--- src/rtl/eeprom_i2c_slave.sv ---
module eeprom_i2c_slave #(
  parameter int DEPTH        = 256,
  parameter int WRITE_CYCLES = 250000,
  parameter int PAGE         = 16
) (
  input  logic       clk,
  input  logic       rst_n,
  input  logic       scl,
  input  logic       sda,
  input  logic [2:0] chip_en,
  input  logic       wr_ctl,
  output logic       sda_oe
);
  localparam int AW  = $clog2(DEPTH);
  localparam int HIW = AW - 8;
  localparam int PW  = $clog2(PAGE);
  localparam int CW  = $clog2(WRITE_CYCLES + 1);

  typedef enum logic [2:0] {IDLE, DEV, ADDR, WDATA, RDATA, SKIP} phase_t;

  phase_t          ph, nxt;
  logic            scl_q, sda_q, mack;
  logic [3:0]      cnt;
  logic [7:0]      sh, tx;
  logic [AW-1:0]   ptr;
  logic [2:0]      devlo;
  logic [PAGE-1:0] pvalid;
  logic [7:0]      pbuf [PAGE];
  logic [7:0]      mem  [DEPTH];
  logic [CW-1:0]   busy_cnt;
  logic            ce_ok;

  wire start_ev = scl && scl_q && sda_q && !sda;
  wire stop_ev  = scl && scl_q && !sda_q && sda;
  wire rise     = scl && !scl_q;
  wire fall     = !scl && scl_q;
  wire busy     = busy_cnt != '0;

  always_comb begin
    ce_ok = 1'b1;
    for (int i = HIW; i < 3; i++)
      if (sh[i+1] != chip_en[i]) ce_ok = 1'b0;
  end

  wire dev_hit = (sh[7:4] == 4'b1010) && ce_ok && !busy;

  always_ff @(posedge clk or negedge rst_n) begin
    if (!rst_n) begin
      scl_q <= 1'b1; sda_q <= 1'b1; ph <= IDLE; nxt <= IDLE;
      cnt <= '0; sh <= '0; tx <= '0; mack <= 1'b0; ptr <= '0; devlo <= '0;
      pvalid <= '0; busy_cnt <= '0; sda_oe <= 1'b0;
      for (int j = 0; j < DEPTH; j++) mem[j] <= 8'hFF;
      for (int j = 0; j < PAGE; j++) pbuf[j] <= 8'h00;
    end else begin
      scl_q <= scl;
      sda_q <= sda;
      if (busy) begin
        busy_cnt <= busy_cnt - CW'(1);
        if (busy_cnt == CW'(1)) begin
          for (int j = 0; j < PAGE; j++)
            if (pvalid[j]) mem[{ptr[AW-1:PW], PW'(j)}] <= pbuf[j];
          pvalid <= '0;
        end
      end
      if (start_ev) begin
        ph <= DEV; cnt <= '0; sda_oe <= 1'b0;
        if (!busy) pvalid <= '0;
      end else if (stop_ev) begin
        ph <= IDLE; sda_oe <= 1'b0;
        // one rise (the STOP's own) past a byte boundary
        if (ph == WDATA && cnt <= 4'd1 && |pvalid) busy_cnt <= CW'(WRITE_CYCLES);
        else if (!busy) pvalid <= '0;
      end else if (ph == RDATA) begin
        if (rise) begin
          cnt <= cnt + 4'd1;
          if (cnt == 4'd8) mack <= !sda;
        end
        if (fall) begin
          if (cnt >= 4'd1 && cnt <= 4'd7) sda_oe <= !tx[3'(4'd7 - cnt)];
          else if (cnt == 4'd8) sda_oe <= 1'b0;
          else if (cnt == 4'd9) begin
            if (mack) begin
              tx <= mem[ptr]; ptr <= ptr + AW'(1); sda_oe <= !mem[ptr][7]; cnt <= '0;
            end else ph <= SKIP;
          end
        end
      end else if (ph == DEV || ph == ADDR || ph == WDATA) begin
        if (rise && cnt < 4'd9) begin
          cnt <= cnt + 4'd1;
          if (cnt < 4'd8) sh <= {sh[6:0], sda};
        end
        if (fall && cnt == 4'd8) begin
          case (ph)
            DEV: if (dev_hit) begin
                   sda_oe <= 1'b1; devlo <= sh[3:1];
                   nxt <= sh[0] ? RDATA : ADDR;
                 end else nxt <= SKIP;
            ADDR: begin
                    sda_oe <= 1'b1; ptr <= AW'({devlo, sh}); nxt <= WDATA;
                  end
            default: begin
                       nxt <= WDATA;
                       if (!wr_ctl) begin
                         sda_oe <= 1'b1;
                         pbuf[ptr[PW-1:0]] <= sh;
                         pvalid[ptr[PW-1:0]] <= 1'b1;
                         ptr[PW-1:0] <= ptr[PW-1:0] + PW'(1);
                       end
                     end
          endcase
        end
        if (fall && cnt == 4'd9) begin
          sda_oe <= 1'b0; cnt <= '0; ph <= nxt;
          if (nxt == RDATA) begin
            tx <= mem[ptr]; ptr <= ptr + AW'(1); sda_oe <= !mem[ptr][7];
          end
        end
      end
    end
  end

  assert_pull_while_low_R9: assert property (@(posedge clk) disable iff (!rst_n)
    $rose(sda_oe) |-> !scl);
  assert_idle_released_R1: assert property (@(posedge clk) disable iff (!rst_n)
    (ph == IDLE || ph == SKIP) |-> !sda_oe);
  assert_busy_no_access_R5: assert property (@(posedge clk) disable iff (!rst_n)
    busy |-> !(ph inside {ADDR, WDATA, RDATA}));
  assert_protect_nack_R3: assert property (@(posedge clk) disable iff (!rst_n)
    (ph == WDATA && fall && cnt == 4'd8 && wr_ctl) |=> !sda_oe);
  assert_commit_on_stop_R6: assert property (@(posedge clk) disable iff (!rst_n)
    $rose(busy) |-> $past(stop_ev));
endmodule

--- config.mk ---
export PLATFORM = sky130hd
export DESIGN_NAME = eeprom_i2c_slave
export DESIGN_NICKNAME = d
export VERILOG_FILES = /design/src/rtl/eeprom_i2c_slave.sv
export SDC_FILE = /design/constraint.sdc
export NUM_CORES = 2
export LEC_CHECK = 0
export BUFFER_PORTS_ARGS = -buffer_cell sky130_fd_sc_hd__buf_2
export CORE_MARGIN = 10
export CORE_UTILIZATION = 55
export CTS_CLUSTER_SIZE = 10
export DETAILED_ROUTE_END_ITERATION = 8
export PLACE_DENSITY = 0.73
export SLEW_MARGIN = 5
export SYNTH_ARGS = -nofsm -noshare
export SYNTH_HDL_FRONTEND = slang
export SYNTH_SLANG_ARGS = --single-unit
--- constraint.sdc ---
create_clock -name clk -period 6.1 [get_ports clk]
set_clock_uncertainty 0.05 [all_clocks]
set_input_delay 0 -clock clk [delete_from_list [all_inputs] [get_ports clk]]
set_output_delay 0 -clock clk [all_outputs]
set_load 0.005 [all_outputs]
==> results.cfg <==
[cells_and_area]
fillerInstances = 14000
utilization_pct = 61.4
nNetsFinal = 6396
syn_to_final_growth_pct = 10.7
drive_above_1_share_pct = 85.8
stdcell_area_mm2 = 0.120

[yosys]
async_flop_share_pct = 100
yosysTopAreaCell = dfstp_2
syn_avg_cell_area_um2 = 17.4
ys_ff_latch = 2248
synth_edf_count = 0
yosysWarnings = 0
ys.flop_type = dfstp_2
netlist_area_mm2 = 0.108
synth.top_cells.by_area = dfstp_2 (50%), mux2_2 (14%), mux4_2 (13%), mux2_4 (11%), dfrtp_1 (4.6%)
synth_nets = 6259
syn_inst = 6241
netlist.area_leader.share_pct = 49.7
synth_seq_area_share_pct = 54.2
synth.distinct_cells = 76

[route]
dr.pass1.iters = 6
wirelength_mm = 393
num_vias = 63900
viasPerCell = 6.99
drt-initial-drc-count = 7169
wl_per_cell_um = 43.0
ant_nets = 0
drc = 0

[placement]
io_buffers = 8
dpl-instance-area_mm2 = 0.112
post-dp-hpwl_mm = 264
place.gp.congestion = 1.06

[clock_tree]
clock_path_buffers = 4
numCtsBuffers = 280
clock_sinks = 2248
worst_skew_pair.late_latency_ns = 0.95
cts_tree = built
clk_pin_slew_worst_paths_ns = 0.06
root_buffer = clkbuf_16
htreeDepth = 5
cts_resized = 0

[critical_path]
critPathKind = reg -> reg
crit_end = tx[4]$_DFFE_PN0P_
regToRegEndpoint = tx[4]$_DFFE_PN0P_
crit_start = ptr[0]$_DFFE_PN0P_
rrSetupSlack_ns = 1.66
start_kind = flip-flop
crit_cells = 7
worstPathRequired_ns = 6.86
cp_max_fo = 34
cp-end-kind = flip-flop
reg2reg_from = ptr[0]$_DFFE_PN0P_
worstPathBufferInverterCount = 2
reg2reg_depth = 7
cpPeakStageDelay_ns = 1.05
arrival_ns = 5.20
cp_top_family = multiplexers
worstPathCellList = buf_12 > buf_12 > mux4_2 > mux4_2 > a22oi_1 > nand4_1 > o32a_1
slowest_stage = dfrtp_4

[status]
outcome = finished, final reports clean

[timing]
finalCriticalPeriod_ns = 4.44
setup_viol = 0
setup_tns_ns = 0
fin_crit_sh_pct = 72.8
final-hold-violation-count = 0
worst_pin_slew_ns = 1.41
rsz0062_at_grt = no
fmax_mhz = 225
maxSlewViolCount = 0
max_slew_margin_pct = 6.09

[floorplan]
start_util_pct = 55.4
pin_count = 9
core_area_mm2 = 0.196
die_w_um = 464
die-height_um = 464
rows = 162
die_area_mm2 = 0.215

[global_routing]
overflow = 0
grt_usage_pct = 36.0
antenna_found_initial = 72
grt_max_degree = 189
grt_pass1_wl_mm = 542
grt_pass1_vias = 64600

[min_path]
hold_class = in -> async

[pwr]
p_total_w = 0.0348
p_leak_nw = 49.6
peakVddDrop_v = 0.000321
p_per_area_mw_per_mm2 = 289

[flow_run]
drv_cap = 0
## state kept, by name (all words and copies together) (netlist names), 4 cells and up
| register | count |
|---|---|
| ptr | 8 |
| sh | 8 |
| mem | 2048 |
| tx | 8 |
| cnt | 4 |
| pbuf | 128 |
| busy_cnt | 18 |
| pvalid | 16 |
## logic make-up (layout without fill, tap and decap cells)
kind of cell,after synthesis,count (layout),share of synthesized area [%]
compound gates,154,154,0.945
xor+xnor,19,19,0.153
fa+ha+maj,10,10,0.115
buf+inv,398,651,1.81
flops,2248,2248,54.2
mux,2853,2853,38.9
other cells,0,27,0
simple gates,559,559,3.83
## final cells by class
| cell class | count | area (µm²) | area share (%) |
|---|---|---|---|
| sequential | 2248 | 58800 | 49.0 |
| multi-input combinational | 3595 | 47800 | 39.8 |
| clock buffer | 393 | 7780 | 6.48 |
| tap | 2624 | 3280 | 2.73 |
| timing repair buffer | 239 | 2210 | 1.84 |
| antenna | 27 | 67.6 | 0.0563 |
| clock inverter | 5 | 62.6 | 0.0521 |
| inverter | 14 | 52.6 | 0.0438 |
## power breakdown
part	internal [W]	switching (W)	total, W
Combinational	0.00167	0.00271	0.00438
Clock	0.00878	0.00622	0.0150
Sequential	0.0151	0.000306	0.0154
Total	0.0255	0.00923	0.0348
## cells in the final DEF (no fill, tap or decap), types with 11 or more instances in the layout
master	netlist	final
a21oi_1	34	34
a22oi_1	30	30
buf_12	10	33
buf_4	30	190
clkbuf_1	237	90
clkbuf_16	0	291
clkbuf_8	0	12
dfrtp_1	198	184
dfstp_2	2050	2050
diode_2	0	27
inv_1	11	11
mux2_2	1396	1396
mux2_4	800	800
mux2i_1	24	24
mux4_2	631	631
nand2_1	251	251
nand2_8	100	100
nand3_1	18	18
nor2_1	70	64
nor3_1	24	18
o21ai_0	27	27
xnor2_1	13	13
## routing by layer
metal	part of all wire [%]	track usage [%]	up-vias	routed length, µm
met1	37	45.3	35100	145000
li1	-	-	23700	-
met2	42	50.5	3925	165000
met4	8.3	23.6	44	32600
met3	13	15.5	1155	50200
met5	0.11	0	-	441
## metrics by stage
step / instances / hold WS, ns / setup WS (ns)
2_1_floorplan: 6241 / -0.346 / 2.87
3_3_place_gp: 8710 / 0.0623 / 1.68
3_5_place_dp: 8710 / 0.0719 / 1.68
4_1_cts: 9118 / 0.00921 / 1.71
5_1_grt: 9121 / 0.0807 / 1.56
6_report: 9145 / 0.0325 / 1.66
## Yosys cell counts, types with 7 or more instances
cell type,count
a21oi_1,34
nor2_1,70
mux2_4,800
mux4_2,631
buf_1,22
and2_1,9
buf_6,14
o21ai_0,27
buf_12,10
a211oi_1,7
nor4_1,10
nor3_1,24
inv_1,11
ha_1,10
nand2_1,251
nor2b_1,10
and2_4,10
mux2i_1,24
nand3_1,18
mux2_2,1396
dfstp_2,2050
nand4_1,7
a22oi_1,30
buf_2,71
a31oi_1,10
nand2_8,100
nand2b_1,9
clkbuf_1,237
xnor2_1,13
dfrtp_1,198
buf_4,30
## how the worst min path moves through the flow
stage | startpoint | endpoint | cells past startpoint
finish | rst_n | mem[1028]$_DFFE_PN1P_ | 2
global route | scl | mack$_DFFE_PN0P_ | 5
global placement | rst_n | pbuf[86]$_DFFE_PN0P_ | 1
CTS | scl | mack$_DFFE_PN0P_ | 5
detailed placement | rst_n | pbuf[82]$_DFFE_PN0P_ | 1
floorplan | rst_n | busy_cnt[0]$_DFF_PN0_ | 0
## repair_timing
item	4_1_cts	5_1_grt
buffers inserted	0	0
endpoints found under the hold margin	369	0
setup endpoints to repair	0	0
hold buffers	10	0
Power figures use the tool's default switching activity.
